**config.mk**
```make
export PLATFORM = sky130hd
export DESIGN_NAME = buck_gate_ctrl
export DESIGN_NICKNAME = d
export VERILOG_FILES = /design/src/rtl/buck_gate_pkg.sv /design/src/rtl/bgc_period_timer.sv /design/src/rtl/bgc_modulator.sv /design/src/rtl/bgc_gate_seq.sv /design/src/rtl/buck_gate_ctrl.sv
export SDC_FILE = /design/constraint.sdc
export NUM_CORES = 1
export LEC_CHECK = 0
export CAP_MARGIN = 20
export CORE_MARGIN = 2
export CORE_UTILIZATION = 45
export CTS_BUF_LIST = sky130_fd_sc_hd__clkbuf_16
export DETAILED_ROUTE_END_ITERATION = 16
export GPL_TIMING_DRIVEN = 0
export PLACE_DENSITY = 0.66
export SYNTH_ARGS = -nofsm -noshare
export SYNTH_HDL_FRONTEND = slang
export SYNTH_SLANG_ARGS = --single-unit
export TNS_END_PERCENT = 1
```
**constraint.sdc**
```tcl
create_clock -name clk -period 4.63 [get_ports clk]
set_clock_uncertainty 0.15 [all_clocks]
set_input_delay 0.6945 -clock clk [delete_from_list [all_inputs] [get_ports clk]]
set_output_delay 0.6945 -clock clk [all_outputs]
set_load 0.05 [all_outputs]
```
**src/rtl/buck_gate_pkg.sv**
```systemverilog
package buck_gate_pkg;

    // Classification of one switching period, decided at its start.
    typedef enum logic [1:0] {
        PK_IDLE,
        PK_PARTIAL,
        PK_FULL,
        PK_FORCED
    } period_kind_t;

    typedef struct packed {
        logic hs;
        logic ls;
    } gate_pair_t;

    // Number of clocks at the start of the period during which the
    // high side is requested.
    function automatic int unsigned on_length(
        input period_kind_t kind,
        input int unsigned  duty,
        input int unsigned  min_on,
        input int unsigned  period
    );
        case (kind)
            PK_IDLE:    return 0;
            PK_PARTIAL: return (duty < min_on) ? min_on : duty;
            PK_FULL:    return period;
            default:    return period / 2;
        endcase
    endfunction

endpackage

```
**src/rtl/bgc_period_timer.sv**
```systemverilog
module bgc_period_timer #(
    parameter int unsigned PERIOD = 64,
    parameter int unsigned CW     = $clog2(PERIOD)
) (
    input  logic          clk,
    input  logic          rst,
    output logic [CW-1:0] cnt_o,
    output logic          last_o
);
    logic [CW-1:0] cnt_q;

    assign last_o = (cnt_q == CW'(PERIOD - 1));
    assign cnt_o  = cnt_q;

    always_ff @(posedge clk) begin
        if (rst)         cnt_q <= '0;
        else if (last_o) cnt_q <= '0;
        else             cnt_q <= cnt_q + 1'b1;
    end
endmodule

```
**src/rtl/bgc_modulator.sv**
```systemverilog
module bgc_modulator
    import buck_gate_pkg::*;
#(
    parameter int unsigned PERIOD     = 64,
    parameter int unsigned CW         = $clog2(PERIOD),
    parameter int unsigned DUTY_W     = $clog2(PERIOD) + 1,
    parameter int unsigned MIN_ON     = 6,
    parameter int unsigned FULL_LIMIT = 20
) (
    input  logic              clk,
    input  logic              rst,
    input  logic              disable_i,
    input  logic [CW-1:0]     cnt_i,
    input  logic              last_i,
    input  logic [DUTY_W-1:0] duty_i,
    output logic              demand_o
);
    localparam int unsigned FW = $clog2(FULL_LIMIT + 1);

    logic [DUTY_W-1:0] duty_q;
    logic [FW-1:0]     full_run_q;
    period_kind_t      kind;
    int unsigned       on_len;

    always_comb begin
        if (duty_q == '0)
            kind = PK_IDLE;
        else if (32'(duty_q) >= PERIOD)
            kind = (full_run_q == FW'(FULL_LIMIT)) ? PK_FORCED : PK_FULL;
        else
            kind = PK_PARTIAL;
    end

    assign on_len   = on_length(kind, 32'(duty_q), MIN_ON, PERIOD);
    assign demand_o = (32'(cnt_i) < on_len);

    always_ff @(posedge clk) begin
        if (rst) begin
            duty_q     <= '0;
            full_run_q <= '0;
        end else begin
            if (last_i)
                duty_q <= duty_i;
            if (disable_i)
                full_run_q <= '0;
            else if (last_i)
                full_run_q <= (kind == PK_FULL) ? full_run_q + 1'b1 : '0;
        end
    end
endmodule

```
**src/rtl/bgc_gate_seq.sv**
```systemverilog
module bgc_gate_seq
    import buck_gate_pkg::*;
#(
    parameter int unsigned DEAD = 2
) (
    input  logic       clk,
    input  logic       rst,
    input  logic       disable_i,
    input  logic       ss_ok_i,
    input  logic       demand_i,
    output gate_pair_t gates_o
);
    localparam int unsigned GW = $clog2(DEAD + 1);

    gate_pair_t    q;
    logic [GW-1:0] hs_low_q;
    logic [GW-1:0] ls_low_q;
    logic          armed_q;
    logic          hs_nxt;
    logic          ls_nxt;

    assign hs_nxt = demand_i && !q.ls && (ls_low_q >= GW'(DEAD - 1));
    assign ls_nxt = !demand_i && armed_q && !q.hs && (hs_low_q >= GW'(DEAD - 1));
    assign gates_o = q;

    always_ff @(posedge clk) begin
        if (rst || disable_i) begin
            q        <= '0;
            armed_q  <= 1'b0;
            hs_low_q <= GW'(DEAD);
            ls_low_q <= GW'(DEAD);
        end else begin
            q.hs     <= hs_nxt;
            q.ls     <= ls_nxt;
            armed_q  <= armed_q || q.hs || ss_ok_i;
            hs_low_q <= q.hs ? '0 : ((hs_low_q == GW'(DEAD)) ? hs_low_q : hs_low_q + 1'b1);
            ls_low_q <= q.ls ? '0 : ((ls_low_q == GW'(DEAD)) ? ls_low_q : ls_low_q + 1'b1);
        end
    end
endmodule

```
**src/rtl/buck_gate_ctrl.sv**
```systemverilog
module buck_gate_ctrl
    import buck_gate_pkg::*;
#(
    parameter int unsigned PERIOD     = 64,
    parameter int unsigned DUTY_W     = $clog2(PERIOD) + 1,
    parameter int unsigned MIN_ON     = 6,
    parameter int unsigned DEAD       = 2,
    parameter int unsigned FULL_LIMIT = 20
) (
    input  logic              clk,
    input  logic              rst,
    input  logic [DUTY_W-1:0] duty_i,
    input  logic              ss_ok_i,
    input  logic              disable_i,
    output logic              hs_gate_o,
    output logic              ls_gate_o
);
    localparam int unsigned CW = $clog2(PERIOD);

    logic [CW-1:0] cnt;
    logic          last;
    logic          demand;
    gate_pair_t    gates;

    bgc_period_timer #(.PERIOD(PERIOD), .CW(CW)) u_timer (
        .clk    (clk),
        .rst    (rst),
        .cnt_o  (cnt),
        .last_o (last)
    );

    bgc_modulator #(
        .PERIOD     (PERIOD),
        .CW         (CW),
        .DUTY_W     (DUTY_W),
        .MIN_ON     (MIN_ON),
        .FULL_LIMIT (FULL_LIMIT)
    ) u_mod (
        .clk       (clk),
        .rst       (rst),
        .disable_i (disable_i),
        .cnt_i     (cnt),
        .last_i    (last),
        .duty_i    (duty_i),
        .demand_o  (demand)
    );

    bgc_gate_seq #(.DEAD(DEAD)) u_seq (
        .clk       (clk),
        .rst       (rst),
        .disable_i (disable_i),
        .ss_ok_i   (ss_ok_i),
        .demand_i  (demand),
        .gates_o   (gates)
    );

    assign hs_gate_o = gates.hs && !disable_i;
    assign ls_gate_o = gates.ls && !disable_i;
endmodule

```
# [Yosys cells after proc, flatten, opt, wreduce, memory -nomap -nowiden]
# Cells that the tools add are included.
[classes] addsub=4 n_lt_le_gt_ge=5 eq_ne=8 n_mux=10 n_reduce_logical=20
[op_table] op="32-bit case mux with 3 select lines" count=1
[op_table] op="6-bit by 32-bit < comparator with 1-bit output" count=1
[op_table] op="2-bit two-way mux" count=6
[op_table] op="2-bit OR reduction" count=4
[op_table] op="7-bit greater-or-equal comparator, second input constant" count=1
[op_table] op="1-bit logical AND" count=7
[op_table] op="7-bit zero test" count=1
[op_table] op="7-bit by 3-bit < comparator with 1-bit output, second input constant" count=1
[op_table] op="7-bit two-way mux" count=1
[op_table] op="6-bit by 1-bit adder with 6-bit output, second input constant" count=1
[op_table] op="2-bit == test, second input constant" count=3
[op_table] op="6-bit == test, second input constant" count=1
[op_table] op="5-bit by 1-bit adder with 5-bit output, second input constant" count=1
[op_table] op="5-bit == test, second input constant" count=1
[op_table] op="5-bit two-way mux" count=1
[op_table] op="2-bit by 1-bit adder with 2-bit output, second input constant" count=2
[op_table] op="2-bit by 1-bit greater-or-equal comparator with 1-bit output, second input constant" count=2
[op_table] op="1-bit zero test" count=4
[op_table] op="2-bit by 1-bit != test with 1-bit output, second input constant" count=2
[op_table] op="1-bit logical OR" count=3
[op_table] op="2-bit by 1-bit == test with 1-bit output, second input constant" count=1
[op_table] op="2-bit zero test" count=1
[op_table] op="1-bit two-way mux" count=1
[word_totals] reg_bits=25 out_inout_bits=2 wordCells=57

# [Depth between registers and ports, before layout]
[logic_depth] depth_word=11 ltp_mapped=8 depth_no_buf=8

# [Hierarchy]
# A second synthesis with hierarchy kept.
[hier_totals] cells_unflattened=123 hier_area_um2=1192.4
[modules_own_cells] module="bgc_modulator" instances=1 cells_each=75 area_each_um2=704.4 seq_area_each_um2=240.2
[modules_own_cells] module="bgc_gate_seq" instances=1 cells_each=22 area_each_um2=237.7 seq_area_each_um2=140.1
[modules_own_cells] module="bgc_period_timer" instances=1 cells_each=24 area_each_um2=237.7 seq_area_each_um2=120.1
[modules_own_cells] module="buck_gate_ctrl" instances=1 cells_each=2 area_each_um2=12.5 seq_area_each_um2=0.0

# [Least setup slack after synthesis]
# No wires, ideal clock.
[synth_timing] kind="in2out" from="input disable_i" to="output hs_gate_o" arrival_time_ns=1.384 required_ns=3.786 path_slack_ns=2.402 path_stages=1 path_cell_list="nor2b_1"
[synth_via] elab_chain_cells=2
[synth_rtl] element="start: declaration" line="buck_gate_ctrl.sv:14" text="input logic disable_i,"
[synth_rtl] element="1-bit zero test" line="buck_gate_ctrl.sv:57" text="assign hs_gate_o = gates.hs && !disable_i;"
[synth_rtl] element="1-bit logical AND" line="buck_gate_ctrl.sv:57"
[synth_rtl] element="end: declaration" line="buck_gate_ctrl.sv:15" text="output logic hs_gate_o,"
# Every way passes these cells.

# [Worst setup path after layout]
# Same ends and word-level chain as after synthesis.

==> results by group <==
Outcome
  – Run status: finished clean

Detailed routing
  – DRT Pass-1 Iters: 3
  – Average wire per standard cell: about 12 um
  – Number of vias per cell after detailed routing: 5.10
  – Detailed-route wire length: approximately 2100 um
  – ANT nets after route: 0
  – Number of remaining DRC errors: 0
  – Via count: slightly above 900
  – Starting DRT DRC Count: 5

Clock network
  – Clock tree from TritonCTS: built
  – Worst-Skew Late Latency: 260 ps
  – Total clock sinks: 25
  – Number of resized instances in the post-cts repair step: 0
  – Clock edge transition at the registers on the reported setup and hold paths: roughly 60 ps
  – Cts hold-fix bufs: 0
  – Deepest clock path buffer count: 2
  – Setup Buffers After CTS: 0
  – CTS H-tree lvls: 1
  – Buffer type at the clock tree root: clkbuf_16
  – Number of CTS-inserted buffers: 3

Floorplan
  – Height of the die: 55.1 um
  – Row cnt: 18
  – Horizontal die dimension: between 50 and 60 um
  – Placeable core region: 0.00248 mm^2
  – Die ar.: 0.00304 mm^2
  – Count of pins on the block boundary: 13
  – Starting density of the core: 47.4%

Yosys
  – Post-synthesis area per instance: just under 9 um^2
  – Cell type contributing the most total cell area after synthesis: dfxtp_1
  – Yosys warning count: 0
  – Number of synthesized flops with an enable pin: 0
  – Share of the synthesized area in the top cell type: 42.6%
  – Top flip-flop cell by instance count after synthesis: dfxtp_1
  – Fraction of registers with async set/reset: 0%
  – Register area share after synthesis: 42.6%
  – Unique cell type count in the Yosys netlist: 31
  – Main area contributors after synthesis: dfxtp_1 (43%), ha_1 (8.5%), xnor2_1 (6.0%), a21oi_1 (4.7%), o21ai_0 (4.7%)
  – Gate Count Post-Synth: 132
  – Flop and latch count out of synthesis: 25
  – Net count after synthesis: 151
  – Post-synthesis instance area: 0.00117 mm^2

Final layout
  – Footprint of the flip-flops and latches: 500 um^2
  – Final design instance area without fill: 0.00141 mm^2
  – Area of the multi-input gates: 638 um^2
  – Final #Nets: 168
  – Diodes inserted: 0
  – Layout cell share with drive strength beyond 1: 7.43%
  – # fillers: 232
  – Area growth from synthesis to final layout: 20.2%

Timing
  – Period Utilization, post-route: 63.0%
  – Unrepaired setup endpoints after global routing: no
  – Final-report max-slew violation count: 0
  – Minimum period implied by the final worst setup slack: 2920 ps
  – Peak clock frequency supported by timing: about 0.34 GHz
  – Hold WS: 317 ps
  – Transition time at the pin with the least slew margin: 490 ps
  – Worst-case headroom to the max-slew limit: 67.3%
  – Hold Vio Cnt, Final: 0
  – Summed negative setup slack over all endpoints: 0 ps
  – Post-layout worst setup margin: 1710 ps
  – Setup-failing EPs final: 0

Pwr
  – Cell Pwr Density: about 310 mW/mm^2
  – Max rail drop VDD: 0.000378 V
  – Static Leakage: 0.472 nW

GRT
  – Overflow left after global routing: 0
  – Vias in the first global route: 797
  – Global-route wire length before repair: 3430 um
  – Initial antenna violation count: 0
  – GRT Total Usage: 16.4%
  – Largest net degree at the start of global routing: 15

Min path
  – Hold Path Class: flop to flop

Critical path
  – Category of the worst setup path capture point: output pin
  – Launching element type of the critical path: primary input
  – Critical path peak fanout: 4
  – Data required time of the worst path: ~3800 ps
  – Worst setup path class: primary input to output pin
  – Arrival time of the worst setup path: around 2100 ps

Placed design
  – Routability congestion estimate: between 0.7 and 0.8
  – Half-perimeter wire length of the detailed placement result: 1540 um
  – Total cell area at the placement stage: 0.00133 mm^2
  – Post-place setup slack: between 1500 and 2000 ps
  – PortBufs: 12

Run
  – Max cap viols: 0
final cells by class:
cell class,instances,share of cell area (%)
plain buffers,5,1.77
clock buffers,3,5.31
clock inverters,1,0.354
inverters,3,0.797
multi-input cells,99,45.2
flip-flops and latches,25,35.4
well taps,30,2.66
repair buffers,12,8.50
critical path: stages:
cell and delay (ps):
clkdlybuf4s50_1 450, nor2b_1 120, clkdlybuf4s50_1 800
final timing paths:
| path | slack, ps | depth (start not counted) | from | endpoint |
|---|---|---|---|---|
| max | 1710 | 3 | disable_i | hs_gate_o |
| max reg2reg | 2550 | 8 | u_mod.duty_q[6] | u_seq.gates_o[1] |
| min | 320 | 1 | u_seq.gates_o[0] | u_seq.ls_low_q[0] |
| min reg2reg | 320 | 1 | u_seq.gates_o[0] | u_seq.ls_low_q[0] |
stage by stage:
step                power, mW  cells  util [%]
floorplan               0.241    132         -
global placement        0.254    174      53.8
detailed placement      0.255    174      53.8
CTS                     0.447    178      57.0
global route            0.461    178      57.0
finish                  0.441    178      57.0
synth_stat cells, types with 3 or more instances:
cell	instances
nand2_1	13
nand3_1	4
dfxtp_1	25
nor2_1	11
inv_1	3
xnor2_1	8
o21ai_0	11
nor3_1	7
nor2b_1	3
ha_1	8
a21oi_1	11
registers in the layout (all words and copies together), names as in the netlist:
register and flops:
u_mod.full_run_q 5, u_seq.ls_low_q 2, u_seq.gates_o 2, u_seq.armed_q 1, u_seq.hs_low_q 2, u_mod.duty_q 7
u_timer.cnt_o 6
logic make-up (layout without fill, tap and decap cells):
kind of cell | Yosys count | after routing | synth area share, %
xor+xnor | 10 | 10 | 7.46
fa+ha+maj | 8 | 8 | 8.52
flops | 25 | 25 | 42.6
simple gates | 49 | 49 | 21.9
buf+inv | 8 | 24 | 3.09
compound gates | 32 | 32 | 16.4
where the power goes:
group	internal, mW	leakage [nW]	switching [mW]	total, mW
Combinational	0.0158	0.229	0.0118	0.0276
Clock	0.116	0.0409	0.0741	0.190
Sequential	0.219	0.202	0.00371	0.223
cell usage in the layout, fill, tap and decap left out, drive strengths merged:
master / count
a21boi: 1
nor4b: 1
clkdlybuf4s50: 12
buf: 3
nand3: 4
ha: 8
clkinv: 1
a21o: 1
o211ai: 1
nand2b: 2
xnor2: 8
dfxtp: 25
a21oi: 11
o2111ai: 2
nor3: 8
or2: 1
nor3b: 1
o21a: 2
nor4: 3
o21ai: 11
nand2: 13
nand4b: 1
a31o: 1
xor2: 2
nor2b: 3
inv: 3
clkbuf: 5
nor2: 12
o21bai: 2
metal layers:
layer,part of all wire (%),vias up,global-route usage (%)
li1,-,493,-
met1,53,399,19.4
met2,41,13,26.2
met3,5.5,2,7.53
met4,0.81,0,5.69
met5,0,-,0
No activity file was read; power rests on OpenSTA's default activity.
